===== config.mk =====
export PLATFORM = sky130hd
export DESIGN_NAME = pix_tone_adjust
export DESIGN_NICKNAME = d
export VERILOG_FILES = /design/src/rtl/pix_tone_pkg.sv /design/src/rtl/pix_tone_cfg.sv /design/src/rtl/pix_tone_chan.sv /design/src/rtl/pix_tone_luma.sv /design/src/rtl/pix_tone_rgb.sv /design/src/rtl/pix_tone_adjust.sv
export SDC_FILE = /design/constraint.sdc
export NUM_CORES = 2
export LEC_CHECK = 0
export BUFFER_PORTS_ARGS = -buffer_cell sky130_fd_sc_hd__buf_2
export CORE_ASPECT_RATIO = 0.8
export CORE_MARGIN = 2
export CORE_UTILIZATION = 30
export CTS_CLUSTER_SIZE = 16
export DETAILED_ROUTE_END_ITERATION = 8
export PLACE_DENSITY = 0.4
export SETUP_SLACK_MARGIN = 0.1
export SKIP_LAST_GASP = 1
export SLEW_MARGIN = 20
export SYNTH_ARGS = -nofsm -noshare
export SYNTH_HDL_FRONTEND = slang
export SYNTH_SLANG_ARGS = --single-unit

===== constraint.sdc =====
create_clock -name clk -period 9.4 [get_ports clk]
set_input_delay 0.94 -clock clk [delete_from_list [all_inputs] [get_ports clk]]
set_output_delay 0.94 -clock clk [all_outputs]
set_load 0.1 [all_outputs]

===== src/rtl/pix_tone_pkg.sv =====
package pix_tone_pkg;
    localparam int CW     = 8;
    localparam int NREG   = 12;
    localparam int CFG_AW = 4;
    localparam int LAT    = 4;

    typedef enum logic [CFG_AW-1:0] {
        RA_R_GAIN  = 4'd0,  RA_R_OFFS  = 4'd1,
        RA_G_GAIN  = 4'd2,  RA_G_OFFS  = 4'd3,
        RA_B_GAIN  = 4'd4,  RA_B_OFFS  = 4'd5,
        RA_Y_GAIN  = 4'd6,  RA_Y_OFFS  = 4'd7,
        RA_CB_GAIN = 4'd8,  RA_CB_OFFS = 4'd9,
        RA_CR_GAIN = 4'd10, RA_CR_OFFS = 4'd11
    } tone_reg_e;

    typedef struct packed {
        logic [2:0][CW-1:0] ch_gain;
        logic [2:0][CW-1:0] ch_offs;
        logic [CW-1:0]      y_gain;
        logic [CW-1:0]      y_offs;
        logic [CW-1:0]      cb_gain;
        logic [CW-1:0]      cb_offs;
        logic [CW-1:0]      cr_gain;
        logic [CW-1:0]      cr_offs;
    } tone_cfg_t;
endpackage


===== src/rtl/pix_tone_cfg.sv =====
module pix_tone_cfg
    import pix_tone_pkg::*;
(
    input  logic              clk,
    input  logic              rst_n,
    input  logic              we,
    input  logic [CFG_AW-1:0] addr,
    input  logic [CW-1:0]     wdata,
    output tone_cfg_t         cfg
);
    localparam logic [CW-1:0] UNITY = CW'(1 << (CW - 1));

    logic [CW-1:0] regs [NREG];

    always_ff @(posedge clk or negedge rst_n) begin
        if (!rst_n) begin
            for (int i = 0; i < NREG; i++)
                regs[i] <= (i % 2 == 0) ? UNITY : '0;
        end else if (we && int'(addr) < NREG) begin
            regs[addr] <= wdata;
        end
    end

    always_comb begin
        for (int k = 0; k < 3; k++) begin
            cfg.ch_gain[k] = regs[2*k];
            cfg.ch_offs[k] = regs[2*k+1];
        end
        cfg.y_gain  = regs[int'(RA_Y_GAIN)];
        cfg.y_offs  = regs[int'(RA_Y_OFFS)];
        cfg.cb_gain = regs[int'(RA_CB_GAIN)];
        cfg.cb_offs = regs[int'(RA_CB_OFFS)];
        cfg.cr_gain = regs[int'(RA_CR_GAIN)];
        cfg.cr_offs = regs[int'(RA_CR_OFFS)];
    end

    AST_CFG_WRITE: assert property (@(posedge clk) disable iff (!rst_n)
        (we && int'(addr) < NREG) |=> regs[$past(addr)] == $past(wdata));
endmodule


===== src/rtl/pix_tone_chan.sv =====
module pix_tone_chan
    import pix_tone_pkg::*;
#(
    parameter int PIX_W = 8
) (
    input  logic             clk,
    input  logic             rst_n,
    input  logic [PIX_W-1:0] pix_i,
    input  logic [CW-1:0]    gain,
    input  logic [CW-1:0]    offs,
    output logic [PIX_W-1:0] pix_o
);
    localparam int PW   = PIX_W + CW;
    localparam int SW   = PIX_W + 2;
    localparam int TW   = SW + 2;
    localparam int HALF = 1 << (CW - 2);
    localparam int MAXV = (1 << PIX_W) - 1;
    localparam logic [CW-1:0] UNITY = CW'(1 << (CW - 1));

    logic [PW-1:0]        prod;
    logic [PW:0]          rnd;
    logic [SW-1:0]        scaled;
    logic signed [TW-1:0] sum;

    always_comb begin
        prod   = PW'(pix_i) * PW'(gain);
        rnd    = {1'b0, prod} + (PW+1)'(HALF);
        scaled = rnd[PW:CW-1];
        sum    = $signed({2'b00, scaled}) + $signed({{(TW-CW){offs[CW-1]}}, offs});
    end

    always_ff @(posedge clk or negedge rst_n) begin
        if (!rst_n)             pix_o <= '0;
        else if (sum < 0)       pix_o <= '0;
        else if (sum > MAXV)    pix_o <= PIX_W'(MAXV);
        else                    pix_o <= sum[PIX_W-1:0];
    end

    AST_UNITY_PASS: assert property (@(posedge clk) disable iff (!rst_n)
        (gain == UNITY && offs == '0) |=> pix_o == $past(pix_i));
endmodule


===== src/rtl/pix_tone_luma.sv =====
module pix_tone_luma
    import pix_tone_pkg::*;
#(
    parameter int PIX_W = 8,
    localparam int AW   = PIX_W + 5
) (
    input  logic                 clk,
    input  logic                 rst_n,
    input  logic [PIX_W-1:0]     r_i,
    input  logic [PIX_W-1:0]     g_i,
    input  logic [PIX_W-1:0]     b_i,
    input  logic [CW-1:0]        y_gain,
    input  logic [CW-1:0]        y_offs,
    input  logic [CW-1:0]        cb_gain,
    input  logic [CW-1:0]        cb_offs,
    input  logic [CW-1:0]        cr_gain,
    input  logic [CW-1:0]        cr_offs,
    output logic signed [AW-1:0] y_o,
    output logic signed [AW-1:0] cb_o,
    output logic signed [AW-1:0] cr_o
);
    localparam int YW   = PIX_W + 2;
    localparam int DW   = PIX_W + 3;
    localparam int HALF = 1 << (CW - 2);

    function automatic logic signed [AW-1:0] offq(input logic [CW-1:0] o);
        return $signed({{(AW-CW-2){o[CW-1]}}, o, 2'b00});
    endfunction

    function automatic logic signed [AW-1:0] cscale(input logic signed [DW-1:0] c,
                                                   input logic [CW-1:0] g,
                                                   input logic [CW-1:0] o);
        logic signed [DW+CW:0] p;
        p = c * $signed({1'b0, g});
        p = p + $signed((DW+CW+1)'(HALF));
        return $signed(p[CW-1 +: AW]) + offq(o);
    endfunction

    logic [YW-1:0]        ysum;
    logic [YW-1:0]        y4;
    logic signed [DW-1:0] cb4, cr4;
    logic [YW+CW-1:0]     yprod;
    logic [YW+CW:0]       yrnd;

    always_comb begin
        ysum  = YW'(r_i) + YW'({g_i, 1'b0}) + YW'(b_i);
        yprod = (YW+CW)'(y4) * (YW+CW)'(y_gain);
        yrnd  = {1'b0, yprod} + (YW+CW+1)'(HALF);
    end

    always_ff @(posedge clk or negedge rst_n) begin
        if (!rst_n) begin
            y4  <= '0;
            cb4 <= '0;
            cr4 <= '0;
            y_o <= '0;
            cb_o <= '0;
            cr_o <= '0;
        end else begin
            y4   <= ysum;
            cb4  <= $signed({1'b0, b_i, 2'b00}) - $signed({1'b0, ysum});
            cr4  <= $signed({1'b0, r_i, 2'b00}) - $signed({1'b0, ysum});
            y_o  <= $signed({1'b0, yrnd[YW+CW:CW-1]}) + offq(y_offs);
            cb_o <= cscale(cb4, cb_gain, cb_offs);
            cr_o <= cscale(cr4, cr_gain, cr_offs);
        end
    end

    AST_GREY_NO_CHROMA: assert property (@(posedge clk) disable iff (!rst_n)
        (r_i == g_i && g_i == b_i) |=> (cb4 == 0 && cr4 == 0));
endmodule


===== src/rtl/pix_tone_rgb.sv =====
module pix_tone_rgb #(
    parameter int PIX_W = 8,
    localparam int AW   = PIX_W + 5
) (
    input  logic                 clk,
    input  logic                 rst_n,
    input  logic signed [AW-1:0] y_i,
    input  logic signed [AW-1:0] cb_i,
    input  logic signed [AW-1:0] cr_i,
    output logic [PIX_W-1:0]     r_o,
    output logic [PIX_W-1:0]     g_o,
    output logic [PIX_W-1:0]     b_o
);
    localparam int RW   = AW + 1;
    localparam int MAXV = (1 << PIX_W) - 1;

    function automatic logic [PIX_W-1:0] to_pix(input logic signed [RW-1:0] x);
        logic signed [RW-1:0] t;
        t = (x + $signed(RW'(2))) >>> 2;
        if (t < 0)         return '0;
        else if (t > MAXV) return PIX_W'(MAXV);
        else               return t[PIX_W-1:0];
    endfunction

    logic signed [RW-1:0] ye, cbe, cre, r4, g4, b4, csum;

    always_comb begin
        ye   = RW'(y_i);
        cbe  = RW'(cb_i);
        cre  = RW'(cr_i);
        csum = cbe + cre;
        r4   = ye + cre;
        b4   = ye + cbe;
        g4   = ye - (csum >>> 1);
    end

    always_ff @(posedge clk or negedge rst_n) begin
        if (!rst_n) begin
            r_o <= '0;
            g_o <= '0;
            b_o <= '0;
        end else begin
            r_o <= to_pix(r4);
            g_o <= to_pix(g4);
            b_o <= to_pix(b4);
        end
    end

    AST_NEUTRAL_GREY: assert property (@(posedge clk) disable iff (!rst_n)
        (cb_i == 0 && cr_i == 0) |=> (r_o == g_o && g_o == b_o));
endmodule


===== src/rtl/pix_tone_adjust.sv =====
module pix_tone_adjust
    import pix_tone_pkg::*;
#(
    parameter int PIX_W = 8
) (
    input  logic              clk,
    input  logic              rst_n,
    input  logic              cfg_we,
    input  logic [CFG_AW-1:0] cfg_addr,
    input  logic [CW-1:0]     cfg_wdata,
    input  logic              in_valid,
    input  logic [PIX_W-1:0]  in_r,
    input  logic [PIX_W-1:0]  in_g,
    input  logic [PIX_W-1:0]  in_b,
    output logic              out_valid,
    output logic [PIX_W-1:0]  out_r,
    output logic [PIX_W-1:0]  out_g,
    output logic [PIX_W-1:0]  out_b
);
    localparam int AW = PIX_W + 5;

    tone_cfg_t            cfg;
    logic [PIX_W-1:0]     pix_in [3];
    logic [PIX_W-1:0]     pix_s1 [3];
    logic signed [AW-1:0] y_s3, cb_s3, cr_s3;
    logic [LAT-1:0]       vld_pipe;

    assign pix_in[0] = in_r;
    assign pix_in[1] = in_g;
    assign pix_in[2] = in_b;

    pix_tone_cfg u_cfg (
        .clk   (clk),
        .rst_n (rst_n),
        .we    (cfg_we),
        .addr  (cfg_addr),
        .wdata (cfg_wdata),
        .cfg   (cfg)
    );

    for (genvar k = 0; k < 3; k++) begin : g_chan
        pix_tone_chan #(.PIX_W(PIX_W)) u_chan (
            .clk   (clk),
            .rst_n (rst_n),
            .pix_i (pix_in[k]),
            .gain  (cfg.ch_gain[k]),
            .offs  (cfg.ch_offs[k]),
            .pix_o (pix_s1[k])
        );
    end

    pix_tone_luma #(.PIX_W(PIX_W)) u_luma (
        .clk     (clk),
        .rst_n   (rst_n),
        .r_i     (pix_s1[0]),
        .g_i     (pix_s1[1]),
        .b_i     (pix_s1[2]),
        .y_gain  (cfg.y_gain),
        .y_offs  (cfg.y_offs),
        .cb_gain (cfg.cb_gain),
        .cb_offs (cfg.cb_offs),
        .cr_gain (cfg.cr_gain),
        .cr_offs (cfg.cr_offs),
        .y_o     (y_s3),
        .cb_o    (cb_s3),
        .cr_o    (cr_s3)
    );

    pix_tone_rgb #(.PIX_W(PIX_W)) u_rgb (
        .clk   (clk),
        .rst_n (rst_n),
        .y_i   (y_s3),
        .cb_i  (cb_s3),
        .cr_i  (cr_s3),
        .r_o   (out_r),
        .g_o   (out_g),
        .b_o   (out_b)
    );

    always_ff @(posedge clk or negedge rst_n) begin
        if (!rst_n) vld_pipe <= '0;
        else        vld_pipe <= {vld_pipe[LAT-2:0], in_valid};
    end

    assign out_valid = vld_pipe[LAT-1];
endmodule


==> reports/metrics.yaml <==
outcome:
  status: "finished, final reports clean"
placement:
  placedInstanceArea_sq_um: 29900
  io_buffer_count: 64
  post-dp-hpwl_mm: 56.2
  routabilityCongestion: 0.830
global_route:
  use_met2_pct: 24.8
  grt_pass1_vias: 21000
  use_met1_pct: 20.8
  antenna_found_initial: 6
  grt_most_used_layer: "met2"
  grt_max_degree: 141
  grt_overflow: 0
  grt_pass1_wl_mm: 115
  grt.total_usage_pct: 14.8
  grt_util_met3_pct: 1.40
route:
  ant_nets: 0
  routed_wl_mm: 69.3
  drc: 0
  vias_per_cell: 4.64
  first_pass_iters: 5
  wl_per_cell_um: 16.5
  initialDrtViolationCount: 788
  vias: 19400
clocking:
  cts_tree: "yes"
  cts_hold_buf: 0
  ctsResizeCount: 0
  cts_made_buffers: 28
  clkTransAtPathRegs_ns: 0.06
  clock_path_buffers: 3
  root_buffer: "clkbuf_16"
  clkSinkCount: 216
  cts_setup_buffers: 0
  htreeDepth: 1
  clkLatencyLatePin_ns: 0.58
critical_path:
  worst-path-stages: 24
  r2r_end: "u_luma.cb_o[12]"
  startpoint: "u_cfg.cfg[26]"
  cp.arrival_ns: 7.38
  cp_cell_sequence: "nand2_1 -> fa_1 -> inv_1 -> fa_1 -> ha_1 -> inv_1 -> fa_1 -> inv_1 -> fa_1 -> ha_1 -> nand4bb_1 -> nor4_1 -> o21a_1 -> and2_1 -> o21ai_0 -> nor2b_1 -> xnor2_1 -> ha_1 -> nand3_1 -> o211ai_1 -> o41ai_1 -> o21ai_0 -> xnor2_1 -> xnor2_1"
  ff2ff_path_depth: 24
  cpPeakStageDelay_ns: 0.67
  cpMostUsedCell: "fa_1"
  endpoint_kind: "register"
  setup.worst_path.start_class: "register"
  crit_type: "reg -> reg"
  cp-endpoint: "u_luma.cb_o[12]"
  crit_required_ns: 9.87
  cp_slowest_cell: "nor4_1"
  rr_startpoint: "u_cfg.cfg[26]"
  reg2reg_slack_ns: 2.49
  crit_buf_inv: 3
  critPathTopFamily: "adder cells"
  critPathMaxFanout: 12
floorplanning:
  die_area_sq_um: 96500
  fp.dieH_um: 278
  die_x_um: 347
  num_rows: 100
  num_io_pins: 65
  core-area_sq_um: 93100
  initial_utilization_pct: 30.3
sta:
  clock_skew_ns: 0.0316
  finalCritPeriodShare_pct: 73.5
  hold_viol_final: 0
  finalCriticalPeriod_ns: 6.91
  fin_tns_setup_ns: 0
  fmax_mhz: 145
  slew_viol_final: 0
  setup_viol: 0
  slew_headroom_pct: 31.2
  grt_setup_unrepaired: "false"
  worst_pin_slew_ns: 1.03
yosys:
  ys_ff_latch: 216
  ys_types: 71
  synth_edf_count: 0
  syn_area_sq_um: 28200
  syn_area_per_cell_sq_um: 9.77
  async_flop_share_pct: 100
  yosysTopAreaCell: "fa_1"
  synth_top_flop_cell: "dfrtp_1"
  ys_top_cells_by_area: "fa_1 23%, ha_1 19%, dfrtp_1 19%"
  syn_nets: 3674
  synth_seq_area_share_pct: 19.2
  synthTopCellsByCount: "430 x ha_1, 414 x inv_1, 318 x fa_1, 278 x and2_1, 219 x nand2_1"
  synth_most_common_cell: "ha_1"
  netlist_instances: 2886
  synth_top_area_share_pct: 22.6
  synth_warnings: 0
finish:
  utilization_pct: 33.3
  insertedDiodeCount: 0
  fin_nets: 3729
  syn_to_final_growth_pct: 9.83
  final_layout_size_suffix_gt1_share_pct: 7.90
  fillers: 9592
  fin_area_sq_um: 31000
hold_path:
  hold_path_class: "in -> async"
flow_run:
  maxCapViolations: 0
==> metrics by stage <==
stage | cells | hold slack [ns] | worst slack [ns]
final | 4187 | 0.341 | 2.49
after global placement | 4135 | 0.333 | 2.36
after CTS | 4187 | 0.352 | 2.48
after detailed placement | 4135 | 0.340 | 2.20
after floorplan | 2886 | 0.331 | 2.88
after global routing | 4187 | 0.363 | 2.00
==> area by class of cell <==
type	instances	area, sq um	area share, %
inverter	414	1550	5.02
timing repair buffer	67	365	1.18
tap	1224	1530	4.94
sequential	216	5410	17.5
clock buffer	30	708	2.29
multi-input combinational	2214	21100	68.0
clock inverter	22	327	1.05
==> placed cells by master, fill, tap and decap left out, types with 26 or more instances in the layout <==
master / count
a21o_1: 30
a21oi_1: 84
a31oi_1: 26
and2_1: 278
buf_2: 63
clkbuf_16: 28
dfrtp_1: 210
fa_1: 318
ha_1: 430
inv_1: 414
mux2_2: 94
nand2_1: 219
nand3_1: 30
nor2_1: 131
nor3_1: 59
o21a_1: 54
o21ai_0: 67
xnor2_1: 117
xor2_1: 59
==> cells by family (layout without fill, tap and decap cells) <==
logic type	count (synthesis)	in the layout	synth area share, %
AOI/OAI and AO/OA	358	358	8.56
xor gates and xnor gates	176	176	5.47
adders and majority gates	748	748	41.6
buffers and inverters	456	533	6.07
DFF	216	216	19.2
muxes	97	97	3.86
and+or+nand+nor	835	835	15.2
==> worst min path at each step <==
stage / to / slack [ns] / depth (start not counted)
after floorplan: vld_pipe[1] / 0.33 / 0
after global placement: vld_pipe[2] / 0.33 / 0
after detailed placement: vld_pipe[1] / 0.34 / 0
after CTS: vld_pipe[1] / 0.35 / 0
after global routing: vld_pipe[3] / 0.36 / 0
final: u_luma.cb_o[12] / 0.34 / 1
==> per-layer routing <==
metal  share of wire [%]  vias up
met2                  46      211
met5                   0        -
li1                    -     9607
met1                  49     9532
met4                 2.0        0
met3                 2.5       63
==> sequential cells by signal, summed over array words and instances, names as in the netlist <==
register,flops
u_rgb.b_o,8
u_luma.cb_o,13
vld_pipe,4
u_rgb.g_o,8
u_luma.cr_o,13
g_chan.u_chan.pix_o,24
u_rgb.r_o,8
u_luma.y_o,13
u_cfg.cfg,96
u_luma.cr4,9
u_luma.cb4,11
u_luma.y4,9
Power is left out: the tool's default activity adds up to more than one toggle a clock period on the data nets, which glitch-free logic cannot reach.
